$ cat src/rtl/e2_pkg.sv
`timescale 1ns/1ps
package e2_pkg;
  localparam int E2_BYTE_W = 8;
  localparam logic [3:0] MEM_CODE  = 4'b1010;
  localparam logic [3:0] LOCK_CODE = 4'b0110;

  typedef enum logic [2:0] {S_IDLE, S_RX, S_ACK, S_TX, S_MACK} link_state_t;
  typedef enum logic [1:0] {P_DEV, P_WORD, P_WDATA, P_LOCK} rx_phase_t;
endpackage

$ cat src/rtl/e2_bus_sampler.sv
`timescale 1ns/1ps
module e2_bus_sampler #(
  parameter int SYNC_STAGES = 2
) (
  input  logic clk,
  input  logic rst_n,
  input  logic scl_i,
  input  logic sda_i,
  output logic scl_lvl,
  output logic sda_lvl,
  output logic scl_rise,
  output logic scl_fall,
  output logic start_det,
  output logic stop_det
);
  localparam int TOP = SYNC_STAGES - 1;

  logic [TOP:0] scl_sync, sda_sync;
  logic scl_prev, sda_prev;

  always_ff @(posedge clk or negedge rst_n) begin
    if (!rst_n) begin
      scl_sync <= '1;
      sda_sync <= '1;
      scl_prev <= 1'b1;
      sda_prev <= 1'b1;
    end else begin
      scl_sync <= {scl_sync[TOP-1:0], scl_i};
      sda_sync <= {sda_sync[TOP-1:0], sda_i};
      scl_prev <= scl_sync[TOP];
      sda_prev <= sda_sync[TOP];
    end
  end

  assign scl_lvl   = scl_sync[TOP];
  assign sda_lvl   = sda_sync[TOP];
  assign scl_rise  = scl_lvl & ~scl_prev;
  assign scl_fall  = ~scl_lvl & scl_prev;
  // data moving while the clock stays high marks a bus condition
  assign start_det = scl_lvl & scl_prev & sda_prev & ~sda_lvl;
  assign stop_det  = scl_lvl & scl_prev & ~sda_prev & sda_lvl;
endmodule

$ cat src/rtl/e2_page_buffer.sv
`timescale 1ns/1ps
module e2_page_buffer #(
  parameter int PAGE_W = 4,
  parameter int BYTE_W = 8
) (
  input  logic                           clk,
  input  logic                           rst_n,
  input  logic                           clear,
  input  logic                           load,
  input  logic [PAGE_W-1:0]              slot,
  input  logic [BYTE_W-1:0]              din,
  output logic [(1<<PAGE_W)*BYTE_W-1:0]  data,
  output logic [(1<<PAGE_W)-1:0]         valid
);
  localparam int SLOTS = 1 << PAGE_W;

  for (genvar s = 0; s < SLOTS; s++) begin : g_slot
    logic hit;
    assign hit = load && (slot == PAGE_W'(s));
    always_ff @(posedge clk or negedge rst_n) begin
      if (!rst_n) begin
        valid[s]                 <= 1'b0;
        data[s*BYTE_W +: BYTE_W] <= '0;
      end else if (clear) begin
        valid[s] <= 1'b0;
      end else if (hit) begin
        valid[s]                 <= 1'b1;
        data[s*BYTE_W +: BYTE_W] <= din;
      end
    end
  end
endmodule

$ cat src/rtl/e2_array.sv
`timescale 1ns/1ps
module e2_array #(
  parameter int ADDR_W = 8,
  parameter int PAGE_W = 4,
  parameter int BYTE_W = 8
) (
  input  logic                           clk,
  input  logic                           rst_n,
  input  logic                           we,
  input  logic [ADDR_W-PAGE_W-1:0]       page,
  input  logic [(1<<PAGE_W)-1:0]         mask,
  input  logic [(1<<PAGE_W)*BYTE_W-1:0]  wdata,
  input  logic [ADDR_W-1:0]              raddr,
  output logic [BYTE_W-1:0]              rdata
);
  localparam int DEPTH = 1 << ADDR_W;
  localparam int SLOTS = 1 << PAGE_W;

  logic [BYTE_W-1:0] mem [DEPTH];

  always_ff @(posedge clk or negedge rst_n) begin
    if (!rst_n) begin
      for (int i = 0; i < DEPTH; i++) mem[i] <= '1;
    end else if (we) begin
      for (int c = 0; c < SLOTS; c++)
        if (mask[c]) mem[{page, PAGE_W'(c)}] <= wdata[c*BYTE_W +: BYTE_W];
    end
  end

  assign rdata = mem[raddr];
endmodule

$ cat src/rtl/e2_write_timer.sv
`timescale 1ns/1ps
module e2_write_timer #(
  parameter int CYCLES = 1500000
) (
  input  logic clk,
  input  logic rst_n,
  input  logic start,
  output logic busy
);
  localparam int CW = $clog2(CYCLES + 1);

  logic [CW-1:0] remain;

  always_ff @(posedge clk or negedge rst_n) begin
    if (!rst_n)              remain <= '0;
    else if (start)          remain <= CW'(CYCLES);
    else if (remain != '0)   remain <= remain - 1'b1;
  end

  assign busy = (remain != '0);
endmodule

$ cat src/rtl/e2_eeprom.sv
`timescale 1ns/1ps
module e2_eeprom #(
  parameter int PAGE_W       = 4,
  parameter int WRITE_CYCLES = 1500000,
  parameter int SYNC_STAGES  = 2
) (
  input  logic       clk,
  input  logic       rst_n,
  input  logic       scl_i,
  input  logic       sda_i,
  input  logic [2:0] strap_i,
  output logic       sda_pull_o
);
  import e2_pkg::*;

  localparam int ADDR_W     = E2_BYTE_W;
  localparam int PG_W       = ADDR_W - PAGE_W;
  localparam int PAGE_BYTES = 1 << PAGE_W;

  // ---- arithmetic kept in functions ----
  function automatic logic [ADDR_W-1:0] page_next(input logic [ADDR_W-1:0] a);
    return {a[ADDR_W-1:PAGE_W], PAGE_W'(a[PAGE_W-1:0] + 1'b1)};
  endfunction

  function automatic logic [ADDR_W-1:0] seq_next(input logic [ADDR_W-1:0] a);
    return a + 1'b1;
  endfunction

  function automatic logic is_guarded(input logic [ADDR_W-1:0] a, input logic locked);
    return locked && !a[ADDR_W-1];
  endfunction

  function automatic logic dev_hit(input logic [7:0] b, input logic [3:0] code,
                                   input logic [2:0] strap);
    return (b[7:4] == code) && (b[3:1] == strap);
  endfunction

  // ---- bus sampling ----
  logic scl_lvl, sda_lvl, scl_rise, scl_fall, start_det, stop_det;

  e2_bus_sampler #(.SYNC_STAGES(SYNC_STAGES)) u_sampler (
    .clk(clk), .rst_n(rst_n), .scl_i(scl_i), .sda_i(sda_i),
    .scl_lvl(scl_lvl), .sda_lvl(sda_lvl), .scl_rise(scl_rise),
    .scl_fall(scl_fall), .start_det(start_det), .stop_det(stop_det)
  );

  // ---- link state ----
  link_state_t         state;
  rx_phase_t           phase;
  logic [3:0]          bit_cnt;
  logic [7:0]          rx_sh, tx_sh;
  logic [ADDR_W-1:0]   word_addr;
  logic                rd_mode, mack, pull_q, lock_q;

  // named events for the checker
  logic byte_eval, dev_phase, at_boundary, byte_ack;
  logic commit_en, lock_set, buf_load, buf_clear, busy;
  logic arr_we;
  logic [PG_W-1:0]           arr_page;
  logic [PAGE_BYTES-1:0]     buf_valid;
  logic [PAGE_BYTES*8-1:0]   buf_data;
  logic [7:0]                rd_byte;

  assign dev_phase   = (phase == P_DEV);
  assign byte_eval   = (state == S_RX) && scl_fall && (bit_cnt == 4'd8);
  // a STOP/START at a byte boundary arrives right after one clock rise
  assign at_boundary = (state == S_RX) && (bit_cnt == 4'd1);

  always_comb begin
    byte_ack = 1'b1;
    if (dev_phase)
      byte_ack = !busy &&
                 (dev_hit(rx_sh, MEM_CODE, strap_i) ||
                  (dev_hit(rx_sh, LOCK_CODE, strap_i) && !rx_sh[0] && !lock_q));
  end

  assign buf_clear = start_det | stop_det;
  assign buf_load  = byte_eval && (phase == P_WDATA) && !is_guarded(word_addr, lock_q);
  assign commit_en = stop_det && at_boundary && (phase == P_WDATA) && (|buf_valid);
  assign lock_set  = stop_det && at_boundary && (phase == P_LOCK);
  assign arr_we    = commit_en;
  assign arr_page  = word_addr[ADDR_W-1:PAGE_W];

  e2_page_buffer #(.PAGE_W(PAGE_W), .BYTE_W(8)) u_pbuf (
    .clk(clk), .rst_n(rst_n), .clear(buf_clear), .load(buf_load),
    .slot(word_addr[PAGE_W-1:0]), .din(rx_sh), .data(buf_data), .valid(buf_valid)
  );

  e2_array #(.ADDR_W(ADDR_W), .PAGE_W(PAGE_W), .BYTE_W(8)) u_array (
    .clk(clk), .rst_n(rst_n), .we(arr_we), .page(arr_page), .mask(buf_valid),
    .wdata(buf_data), .raddr(word_addr), .rdata(rd_byte)
  );

  e2_write_timer #(.CYCLES(WRITE_CYCLES)) u_timer (
    .clk(clk), .rst_n(rst_n), .start(commit_en | lock_set), .busy(busy)
  );

  always_ff @(posedge clk or negedge rst_n) begin
    if (!rst_n) begin
      state     <= S_IDLE;
      phase     <= P_DEV;
      bit_cnt   <= '0;
      rx_sh     <= '0;
      tx_sh     <= '0;
      word_addr <= '0;
      rd_mode   <= 1'b0;
      mack      <= 1'b0;
      pull_q    <= 1'b0;
      lock_q    <= 1'b0;
    end else begin
      if (lock_set) lock_q <= 1'b1;
      if (start_det) begin
        state   <= S_RX;
        phase   <= P_DEV;
        bit_cnt <= '0;
        rd_mode <= 1'b0;
        pull_q  <= 1'b0;
      end else if (stop_det) begin
        state  <= S_IDLE;
        phase  <= P_DEV;
        pull_q <= 1'b0;
      end else begin
        unique case (state)
          S_RX: begin
            if (scl_rise) begin
              rx_sh   <= {rx_sh[6:0], sda_lvl};
              bit_cnt <= bit_cnt + 1'b1;
            end
            if (byte_eval) begin
              if (byte_ack) begin
                pull_q <= 1'b1;
                state  <= S_ACK;
              end else begin
                state  <= S_IDLE;
              end
              unique case (phase)
                P_DEV: begin
                  rd_mode <= rx_sh[0];
                  phase   <= (rx_sh[7:4] == LOCK_CODE) ? P_LOCK : P_WORD;
                end
                P_WORD: begin
                  word_addr <= rx_sh;
                  phase     <= P_WDATA;
                end
                P_WDATA: word_addr <= page_next(word_addr);
                default: ;
              endcase
            end
          end
          S_ACK: begin
            if (scl_fall) begin
              bit_cnt <= '0;
              if (rd_mode) begin
                tx_sh  <= rd_byte;
                pull_q <= ~rd_byte[7];
                state  <= S_TX;
              end else begin
                pull_q <= 1'b0;
                state  <= S_RX;
              end
            end
          end
          S_TX: begin
            if (scl_rise) bit_cnt <= bit_cnt + 1'b1;
            if (scl_fall) begin
              if (bit_cnt == 4'd8) begin
                pull_q    <= 1'b0;
                word_addr <= seq_next(word_addr);
                state     <= S_MACK;
              end else begin
                tx_sh  <= {tx_sh[6:0], 1'b0};
                pull_q <= ~tx_sh[6];
              end
            end
          end
          S_MACK: begin
            if (scl_rise) mack <= ~sda_lvl;
            if (scl_fall) begin
              if (mack) begin
                bit_cnt <= '0;
                tx_sh   <= rd_byte;
                pull_q  <= ~rd_byte[7];
                state   <= S_TX;
              end else begin
                state <= S_IDLE;
              end
            end
          end
          default: ;
        endcase
      end
    end
  end

  assign sda_pull_o = pull_q;
endmodule

$ cat config.mk
export PLATFORM = sky130hd
export DESIGN_NAME = e2_eeprom
export DESIGN_NICKNAME = d
export VERILOG_FILES = /design/src/rtl/e2_pkg.sv /design/src/rtl/e2_bus_sampler.sv /design/src/rtl/e2_page_buffer.sv /design/src/rtl/e2_array.sv /design/src/rtl/e2_write_timer.sv /design/src/rtl/e2_eeprom.sv
export SDC_FILE = /design/constraint.sdc
export NUM_CORES = 2
export LEC_CHECK = 0
export BUFFER_PORTS_ARGS = -buffer_cell sky130_fd_sc_hd__buf_4
export CAP_MARGIN = 40
export CELL_PAD_IN_SITES_DETAIL_PLACEMENT = 1
export CELL_PAD_IN_SITES_GLOBAL_PLACEMENT = 2
export CORE_MARGIN = 5
export CORE_UTILIZATION = 52
export DETAILED_ROUTE_END_ITERATION = 16
export PLACE_DENSITY = 0.88
export SLEW_MARGIN = 30
export SYNTH_ARGS = -nofsm -noshare
export SYNTH_HDL_FRONTEND = slang
export SYNTH_SLANG_ARGS = --single-unit
$ cat constraint.sdc
create_clock -name clk -period 4.6 [get_ports clk]
set_clock_uncertainty 0.2 [all_clocks]
set_input_delay 0.69 -clock clk [delete_from_list [all_inputs] [get_ports clk]]
set_output_delay 0.69 -clock clk [all_outputs]
set_load 0.02 [all_outputs]
==> summary.log <==
[floorplanning] placeable core area 201700 sq um
[worst_setup_path] data required time of the worst path 5150 ps
[drt] Total Routed Length 441500 um
[timing] unrepaired setup endpoints after global routing false
[worst_setup_path] CP startpoint kind flip-flop
[timing] final-report max-slew violation count 0
[drt] number of detailed-route iterations in the first pass 6
[timing] Setup TNS 0 ps
[logic_synthesis] most numerous cell types in the synthesized netlist sky130_fd_sc_hd__mux2_2 (2192), sky130_fd_sc_hd__dfstp_2 (2054), sky130_fd_sc_hd__mux4_2 (514)
[drt] DRC violation count after routing 0
[cts] clock transition at the registers of the reported paths 60 ps
[logic_synthesis] count of flip-flops with a built-in enable after synthesis 0
[finish] Non-Filler Cell Area, Final 119400 sq um
[floorplanning] DIE AREA 211500 sq um
[logic_synthesis] most used flip-flop cell after synthesis sky130_fd_sc_hd__dfstp_2
[logic_synthesis] Post-Syn Nets 6567
[pwr] total power of the final layout 46.61 mW
[grt] first-pass GRT wire length 608700 um
[run_status] run status finished, final reports clean
[drt] total number of vias 68390
[timing] count of final hold-check violations 0
[finish] Synth-to-Final Area Change 13.45%
[cts] CTS tree done
[cts] Post-CTS Setup Inserts 0
[pwr] maximum resistive drop on vdd 873.0 uV
[logic_synthesis] post-synthesis instance area 105300 sq um
[floorplanning] Starting Density 52.19%
[placement] total half-perimeter wirelength after legalization and detailed placement 304500 um
[floorplanning] die width 459.9 um
[logic_synthesis] number of synthesized register bits 2255
[worst_setup_path] flop2flop setup slack 110 ps
[cts] number of buffers created by CTS 235
[job] max-cap violation count 0
[cts] Root Buffer Master sky130_fd_sc_hd__clkbuf_16
[logic_synthesis] count of unique library cells instantiated by Yosys 76
[hold_path] hold wc startpoint u_sampler.sda_sync[0]$_DFF_PN1_
[placement] cell area after placement 110800 sq um
[logic_synthesis] cell with the most instances after synthesis sky130_fd_sc_hd__mux2_2
[logic_synthesis] Yosys warnings 0
[grt] via count of the first global-routing pass 71810
[logic_synthesis] cell type with the largest total area after synthesis sky130_fd_sc_hd__dfstp_2
[pwr] Pwr Density 390.3 nW/um^2
[worst_setup_path] start-to-end type of the worst setup path flip-flop to flip-flop
[worst_setup_path] Arrival @ worst endpoint 5050 ps
[grt] largest net degree at the start of global routing 133
[logic_synthesis] largest cells by area after synthesis sky130_fd_sc_hd__dfstp_2 (51%), sky130_fd_sc_hd__mux2_2 (23%), sky130_fd_sc_hd__mux4_2 (11%)
[cts] clock latency reported for the late side of the worst-skew pair 940 ps
[timing] Final setup viols 0
[logic_synthesis] Synth Area per Inst 16.07 sq um
[pwr] reported leakage power 46.89 nW
[placement] Setup WS pre-CTS 313.8 ps
[grt] total congestion overflow 0
[floorplanning] Std-Cell Rows 165
[finish] net count reported at finish 6861
[cts] maximum number of buffers from clock root to sink 3
[worst_setup_path] FF-to-FF path depth 10
[worst_setup_path] worst r2r dst tx_sh[0]$_DFFE_PN0P_
[logic_synthesis] proportion of register bits with asynchronous set or reset after synthesis 100.0%
[timing] maximum achievable frequency 0.2226 GHz
[timing] max-slew headroom at the worst pin 26.22%
[placement] weighted congestion reported at the end of routability-driven placement 1.032
[floorplanning] die outline height 459.9 um
[worst_setup_path] maximum fanout encountered on the critical timing path 19
[placement] number of buffers inserted by port buffering 7
[grt] initial antenna violation count 80
[grt] global-route usage over all layers 41.58%
[timing] transition time of the tightest slew-check pin 1107 ps
[placement] instance count after placement with tap cells included 9265
[finish] layout cell share with drive strength beyond 1 83.41%
[worst_setup_path] worst r2r src word_addr[0]$_DFFE_PN0P_
[cts] number of instances resized during post-cts repair 0
[drt] DRC marker count from the first detailed-route iteration 7546
[worst_setup_path] CP endpoint kind flip-flop
[timing] post-route minimum period 4492 ps
[drt] DR WL/cell 45.23 um
[finish] final core utilization 59.21%
[finish] Non-Filler Instances 9762
[hold_path] Worst Hold Path EP u_sampler.sda_sync[1]$_DFF_PN1_
[drt] routed via count divided by cell count 7.006
[logic_synthesis] synthesized netlist cell count 6551
[hold_path] number of cells traversed by the worst hold path 0
[cts] clk sink count 2255
[cts] H-tree depth 4
[timing] final period utilization 97.65%
[floorplanning] I/O Pins 8
[drt] Antenna Nets Post-Route 0
[logic_synthesis] share of the synthesized area in the top cell type 51.27%
[cts] Post-CTS Hold Buffers 3
[timing] minimum setup slack in the final design 107.9 ps
[hold_path] Worst Hold Class flip-flop to flip-flop
[timing] WHS 156.7 ps
[logic_synthesis] sequential element share of the synthesized area 56.05%
worst max-delay path, cell delays in order (launching register included):
cell and delay, ps:
sky130_fd_sc_hd__dfrtp_4 780, sky130_fd_sc_hd__buf_12 280, sky130_fd_sc_hd__buf_12 230, sky130_fd_sc_hd__buf_4 280, sky130_fd_sc_hd__mux4_2 620, sky130_fd_sc_hd__mux4_2 480, sky130_fd_sc_hd__nand2_1 280, sky130_fd_sc_hd__nand4_1 430
sky130_fd_sc_hd__nor4_1 370, sky130_fd_sc_hd__buf_4 190, sky130_fd_sc_hd__o22ai_1 70
cells by family (layout without fill, tap and decap cells):
logic type      count (synthesis)  after routing  synth area share, %
compound gates                316            316                2.073
xor+xnor                       21             21               0.1747
fa+ha+maj                       9              9               0.1070
buf+inv                       417            920                2.009
flops                        2255           2255                56.05
mux                          2844           2844                35.82
other cells                     0             36                    0
simple gates                  689            689                3.763
layout make-up:
type                    instances  area (sq um)
repair buffers                454          4218
fillers                     17810         82280
multi-input cells            3879         44250
clock inverters                91          1297
inverters                      20         80.08
clock buffers                 355          7076
well taps                    2672          3343
diodes                         36         90.09
flip-flops and latches       2255         59070
registers in the layout, summed over array words and instances (netlist names), 3 cells and up:
| signal | count |
|---|---|
| u_array.mem | 2048 |
| u_pbuf.data | 128 |
| u_timer.remain | 21 |
| u_pbuf.valid | 16 |
| rx_sh | 8 |
| word_addr | 8 |
| tx_sh | 7 |
| bit_cnt | 4 |
| state | 3 |
cells in the final DEF, fill, tap and decap left out, drive strengths merged, types with 8 or more instances in the layout:
master,count
diode,36
bufinv,22
a211oi,13
clkinv,59
dfrtp,201
or3,13
inv,25
buf,446
mux2,2192
nor2b,21
a2111oi,10
ha,9
mux4,518
o211ai,15
xnor2,9
clkbuf,360
dfstp,2054
a221oi,10
xor2,12
nor3,26
a22oi,92
o21ai,46
a21oi,57
nor4,12
nor2,313
nand3,39
mux2i,134
o22ai,12
nand2,162
a22o,8
nand4,22
and2,15
nand2b,13
routing by layer:
layer | wire, um | global-route usage, % | vias to the layer above
met5 | 178 | 0 | -
met4 | 43440 | 32.58 | 24
met3 | 43180 | 12.70 | 1400
met2 | 193900 | 61.32 | 4131
met1 | 160800 | 51.09 | 37670
li1 | - | - | 25160
power breakdown:
part	leakage, nW	switching (mW)	internal [mW]
registers	23.9	0.176	20.3
clock network	4.12	8.65	11.9
logic	18.9	3.45	2.13
total	46.9	12.3	34.3
worst max-delay path by stage:
stage / slack [ps] / start / endpoint
after floorplan: 1600 / word_addr[1]$_DFFE_PN0P_ / u_pbuf.data[64]$_DFFE_PN0P_
after global routing: 190 / word_addr[0]$_DFFE_PN0P_ / tx_sh[0]$_DFFE_PN0P_
after detailed placement: 310 / word_addr[0]$_DFFE_PN0P_ / tx_sh[4]$_DFFE_PN0P_
after global placement: -50 / word_addr[0]$_DFFE_PN0P_ / tx_sh[4]$_DFFE_PN0P_
final: 110 / word_addr[0]$_DFFE_PN0P_ / tx_sh[0]$_DFFE_PN0P_
after CTS: 250 / word_addr[0]$_DFFE_PN0P_ / tx_sh[4]$_DFFE_PN0P_
(Power assumes the default switching activity.)
